[src/rtl/prio_grant_arb.sv]
module prio_grant_arb #(
  parameter int WIN_LEN = 2
) (
  input  logic clk,
  input  logic rst,
  input  logic req_hi,
  input  logic req_lo,
  output logic gnt_hi,
  output logic gnt_lo,
  output logic excl_err
);

  localparam int CW = (WIN_LEN < 2) ? 1 : $clog2(WIN_LEN + 1);
  localparam logic [CW-1:0] RELOAD = CW'(WIN_LEN - 1);

  logic [CW-1:0] left;
  logic          win_open;

  assign win_open = (left != '0);

  always_ff @(posedge clk) begin
    if (rst) begin
      left     <= '0;
      gnt_hi   <= 1'b0;
      gnt_lo   <= 1'b1;
      excl_err <= 1'b0;
    end else begin
      excl_err <= gnt_hi & gnt_lo;
      if (req_hi) begin
        left   <= RELOAD;
        gnt_hi <= 1'b1;
        gnt_lo <= 1'b0;
      end else if (win_open) begin
        left   <= left - 1'b1;
        gnt_hi <= 1'b1;
        gnt_lo <= 1'b0;
      end else begin
        gnt_hi <= 1'b0;
        gnt_lo <= 1'b1;
      end
    end
  end


  hi_grant_chk: assert property (@(posedge clk) disable iff (rst)
    req_hi |=> gnt_hi);


  excl_chk: assert property (@(posedge clk) disable iff (rst)
    !(gnt_hi && gnt_lo));


  park_chk: assert property (@(posedge clk) disable iff (rst)
    gnt_hi || gnt_lo);


  lo_served_chk: assert property (@(posedge clk) disable iff (rst)
    (req_lo && !req_hi && !win_open) |=> gnt_lo);


  no_err_chk: assert property (@(posedge clk) disable iff (rst)
    !excl_err);

  generate
    if (WIN_LEN == 2) begin : g_two

      hi_two_chk: assert property (@(posedge clk) disable iff (rst)
        req_hi |=> gnt_hi ##1 gnt_hi);

      quiet_close_chk: assert property (@(posedge clk) disable iff (rst)
        (!req_hi ##1 !req_hi) |=> !gnt_hi);
    end
  endgenerate

endmodule

[config.mk]
export PLATFORM = sky130hd
export DESIGN_NAME = prio_grant_arb
export DESIGN_NICKNAME = d
export VERILOG_FILES = /design/src/rtl/prio_grant_arb.sv
export SDC_FILE = /design/constraint.sdc
export NUM_CORES = 1
export LEC_CHECK = 0
export CORE_AREA = 2 2 39 41
export CTS_CLUSTER_DIAMETER = 120
export DETAILED_ROUTE_END_ITERATION = 8
export DIE_AREA = 0 0 41 43
export PLACE_DENSITY = 0.32
export SYNTH_ARGS = -nofsm -noshare
export SYNTH_HDL_FRONTEND = slang
export SYNTH_SLANG_ARGS = --single-unit
[constraint.sdc]
create_clock -name clk -period 2 [get_ports clk]
set_input_delay 0.4 -clock clk [delete_from_list [all_inputs] [get_ports clk]]
set_output_delay 0.4 -clock clk [all_outputs]
set_load 0.05 [all_outputs]
==> flow_results.xml <==
<?xml version="1.0" encoding="UTF-8"?>
<metrics>
  <group name="clock_tree">
    <metric name="cts_tree" unit="">yes</metric>
    <metric name="htree_num_levels" unit="">1</metric>
    <metric name="worst_skew_pair.late_latency" unit="ns">0.24</metric>
    <metric name="cts_num_sinks" unit="">5</metric>
    <metric name="clk_transition_reported_paths" unit="ns">0.04</metric>
    <metric name="post_cts.resized_instances" unit="">0</metric>
    <metric name="maximum_root_to_sink_buffer_count" unit="">2</metric>
    <metric name="cts-hold-fix-buffers" unit="">0</metric>
    <metric name="clk_root_buffer_cell" unit="">sky130_fd_sc_hd__clkbuf_4</metric>
    <metric name="cts_post_setup_buffers_inserted" unit="">0</metric>
    <metric name="numCtsBuffers" unit="">3</metric>
  </group>
  <group name="outcome">
    <metric name="outcome" unit="">complete, no violations</metric>
  </group>
  <group name="setup_path">
    <metric name="startpoint_of_the_worst_register_to_register_path" unit="">left[0]$_SDFFE_PP0P_</metric>
    <metric name="critical_path.n_buffers_inverters" unit="">1</metric>
    <metric name="critical_path_class" unit="">reg -&gt; out</metric>
    <metric name="cp_data_required_time" unit="ns">1.60</metric>
    <metric name="worst_ep_arrival_time" unit="ns">1.36</metric>
    <metric name="cp_depth" unit="">1</metric>
    <metric name="biggest_cell_delay_along_the_critical_path" unit="ns">0.80</metric>
    <metric name="critical_path.startpoint" unit="">gnt_hi$_SDFF_PP0_</metric>
    <metric name="timing.critical_path.to_type" unit="">primary output</metric>
    <metric name="standard_cell_with_the_maximum_stage_delay_on_the_critical_path" unit="">sky130_fd_sc_hd__clkdlybuf4s50_1</metric>
    <metric name="critical_path_peak_fanout" unit="">2</metric>
    <metric name="crit_path_cell_trace" unit="">clkdlybuf4s50_1</metric>
    <metric name="endpoint" unit="">gnt_hi</metric>
    <metric name="r2r_setup_slack" unit="ns">0.89</metric>
    <metric name="ff2ff_path_depth" unit="">3</metric>
    <metric name="timing.critical_path.max_delay_family" unit="">buffers and inverters</metric>
    <metric name="worst_setup_sp_type" unit="">flip-flop</metric>
    <metric name="worst_r2r_endpoint" unit="">left[1]$_SDFFE_PP0P_</metric>
  </group>
  <group name="global_routing">
    <metric name="global_route.overflow_total" unit="">0</metric>
    <metric name="initial_antenna_violation_count" unit="">0</metric>
    <metric name="via_count_of_the_first_global_routing_pass" unit="">175</metric>
    <metric name="grt_max_degree" unit="">6</metric>
    <metric name="grt_first_pass_wirelength" unit="um">627</metric>
    <metric name="groute.usage.overall" unit="%">5.73</metric>
  </group>
  <group name="routing">
    <metric name="drt_iter0_markers" unit="">0</metric>
    <metric name="drt-total-wl" unit="um">347</metric>
    <metric name="avg_vias_per_cell" unit="">3.45</metric>
    <metric name="detail_route.wl_per_cell" unit="um">8.26</metric>
    <metric name="highest-signal-layer" unit="">met3</metric>
    <metric name="met2_wirelength" unit="um">172</metric>
    <metric name="met3_wirelength" unit="um">55</metric>
    <metric name="metal_1_wl" unit="um">119</metric>
    <metric name="drc" unit="">0</metric>
    <metric name="dr_vias" unit="">145</metric>
    <metric name="detail_route.first_pass.iterations" unit="">1</metric>
    <metric name="antenna_left" unit="">0</metric>
  </group>
  <group name="finish">
    <metric name="final_net_count" unit="">32</metric>
    <metric name="final_layout_size_suffix_gt1_share" unit="%">19.2</metric>
    <metric name="n_antenna_cell" unit="">0</metric>
    <metric name="area_growth" unit="%">53.5</metric>
    <metric name="post-route-util" unit="%">20.0</metric>
  </group>
  <group name="floorplan">
    <metric name="fp.coreArea" unit="sq um">1380</metric>
    <metric name="die_height" unit="um">43</metric>
    <metric name="core_rows" unit="">14</metric>
    <metric name="design.portCount" unit="">7</metric>
    <metric name="fp.dieArea" unit="sq um">1760</metric>
    <metric name="die-width" unit="um">41</metric>
    <metric name="initial_core_util" unit="%">13.0</metric>
  </group>
  <group name="synth">
    <metric name="synth_nets" unit="">22</metric>
    <metric name="synthesis.instances" unit="">17</metric>
    <metric name="synth.ff_latch_count" unit="">5</metric>
    <metric name="yosys_warnings" unit="">0</metric>
    <metric name="netlist_top_cells_area" unit="">sky130_fd_sc_hd__dfxtp_1 (56%), sky130_fd_sc_hd__a2111oi_2 (8.3%), sky130_fd_sc_hd__ha_1 (6.9%)</metric>
    <metric name="syn_avg_cell_area" unit="sq um">10.6</metric>
    <metric name="synth_largest_area_cell" unit="">sky130_fd_sc_hd__dfxtp_1</metric>
    <metric name="synth.top_cell.area_share" unit="%">55.6</metric>
    <metric name="synth_sequential_area_ratio" unit="%">55.6</metric>
    <metric name="post_synth_instance_area" unit="sq um">180</metric>
    <metric name="synthDistinctLibCells" unit="">10</metric>
  </group>
  <group name="power_and_ir_drop">
    <metric name="post-layout-total-power" unit="uW">286</metric>
    <metric name="vdd_ir_drop_max" unit="mV">0.128</metric>
    <metric name="power-per-cell-area" unit="nW/um^2">1030</metric>
    <metric name="power.leakage" unit="uW">0.000114</metric>
  </group>
  <group name="timing">
    <metric name="slew_violations" unit="">0</metric>
    <metric name="worst_pin_slew" unit="ns">0.492</metric>
    <metric name="fmaxAchievable" unit="MHz">570</metric>
    <metric name="grt_setup_unrepaired" unit="">no</metric>
    <metric name="timing.final.setup_violations" unit="">0</metric>
    <metric name="period_needed" unit="ns">1.76</metric>
    <metric name="hold_violations" unit="">0</metric>
    <metric name="finClkSkew" unit="ns">0.00154</metric>
    <metric name="setup-tns-final" unit="ns">0</metric>
    <metric name="slew_headroom" unit="%">67.1</metric>
    <metric name="final_critical_path_setup_slack" unit="ns">0.245</metric>
    <metric name="post-route-period-util" unit="%">87.8</metric>
  </group>
  <group name="placement">
    <metric name="io_buffer_count" unit="">5</metric>
    <metric name="post-place-ws" unit="ns">0.489</metric>
    <metric name="place.gp.congestion" unit="">0.576</metric>
  </group>
  <group name="min_path">
    <metric name="worstHoldPathType" unit="">reg -&gt; reg</metric>
  </group>
  <group name="flow_run">
    <metric name="max_cap_viol_count" unit="">0</metric>
  </group>
</metrics>
cell usage after synthesis:
library cell	n
sky130_fd_sc_hd__a2111oi_2	1
sky130_fd_sc_hd__nor2b_1	1
sky130_fd_sc_hd__xor2_1	1
sky130_fd_sc_hd__a21oi_1	2
sky130_fd_sc_hd__dfxtp_1	5
sky130_fd_sc_hd__inv_1	3
sky130_fd_sc_hd__ha_1	1
sky130_fd_sc_hd__nor2_1	1
sky130_fd_sc_hd__a21o_2	1
sky130_fd_sc_hd__nand2_1	1
power by group:
part | total, uW | switching, uW | leakage [uW] | internal, uW
clock | 114 | 39.0 | 0.0000150 | 75.3
combinational | 58.4 | 34.6 | 0.0000569 | 23.8
sequential | 113 | 3.77 | 0.0000416 | 109
stage by stage:
stage               hold slack, ns  area, sq um  instances
global route                 0.476          277         42
finish                       0.424          277         42
global placement             0.417          250         38
floorplan                    0.456          180         17
CTS                          0.423          277         42
detailed placement           0.416          250         38
placed cells by master, fill, tap and decap left out:
cell / synthesis / final
sky130_fd_sc_hd__clkbuf_4: 0 / 3
sky130_fd_sc_hd__a2111oi_2: 1 / 1
sky130_fd_sc_hd__xor2_1: 1 / 1
sky130_fd_sc_hd__nor2_1: 1 / 1
sky130_fd_sc_hd__nand2_1: 1 / 1
sky130_fd_sc_hd__ha_1: 1 / 1
sky130_fd_sc_hd__clkbuf_1: 0 / 1
sky130_fd_sc_hd__a21oi_1: 2 / 2
sky130_fd_sc_hd__clkdlybuf4s50_1: 0 / 5
sky130_fd_sc_hd__inv_1: 3 / 3
sky130_fd_sc_hd__a21o_2: 1 / 1
sky130_fd_sc_hd__dfxtp_1: 5 / 5
sky130_fd_sc_hd__nor2b_1: 1 / 1
layer usage:
layer | vias to the layer above | global-route usage (%)
met4 | 0 | 8.00
met1 | 66 | 4.19
met2 | 6 | 8.13
met5 | - | 0
met3 | 0 | 3.14
li1 | 73 | -
cell families (layout without fill, tap and decap cells):
group	Yosys count	count (layout)	synth area share, %
compound gates	4	4	18.7
flops	5	5	55.6
fa+ha+maj	1	1	6.94
buf+inv	3	12	6.25
xor+xnor	1	1	4.86
simple gates	3	3	7.64
how the worst min path moves through the flow:
stage	from	endpoint	slack, ns	depth (start not counted)
2_1_floorplan	left[1]$_SDFFE_PP0P_	left[1]$_SDFFE_PP0P_	0.46	2
3_3_place_gp	gnt_lo$_SDFF_PP1_	excl_err$_SDFF_PP0_	0.42	2
3_5_place_dp	gnt_lo$_SDFF_PP1_	excl_err$_SDFF_PP0_	0.42	2
4_1_cts	gnt_lo$_SDFF_PP1_	excl_err$_SDFF_PP0_	0.42	2
5_1_grt	gnt_lo$_SDFF_PP1_	excl_err$_SDFF_PP0_	0.48	2
6_report	gnt_lo$_SDFF_PP1_	excl_err$_SDFF_PP0_	0.42	2
cell type report:
| class | count | area, sq um |
|---|---|---|
| timing repair buffer | 5 | 50.0 |
| inverter | 3 | 11.3 |
| multi-input combinational | 9 | 68.8 |
| tap | 16 | 20.0 |
| fill | 159 | 1110 |
| clock buffer | 4 | 26.3 |
| sequential | 5 | 100 |
state kept, by name (all words and copies together), names as in the netlist:
name / cells
excl_err: 1
left: 2
gnt_lo: 1
gnt_hi: 1
Power figures use the tool's default switching activity.
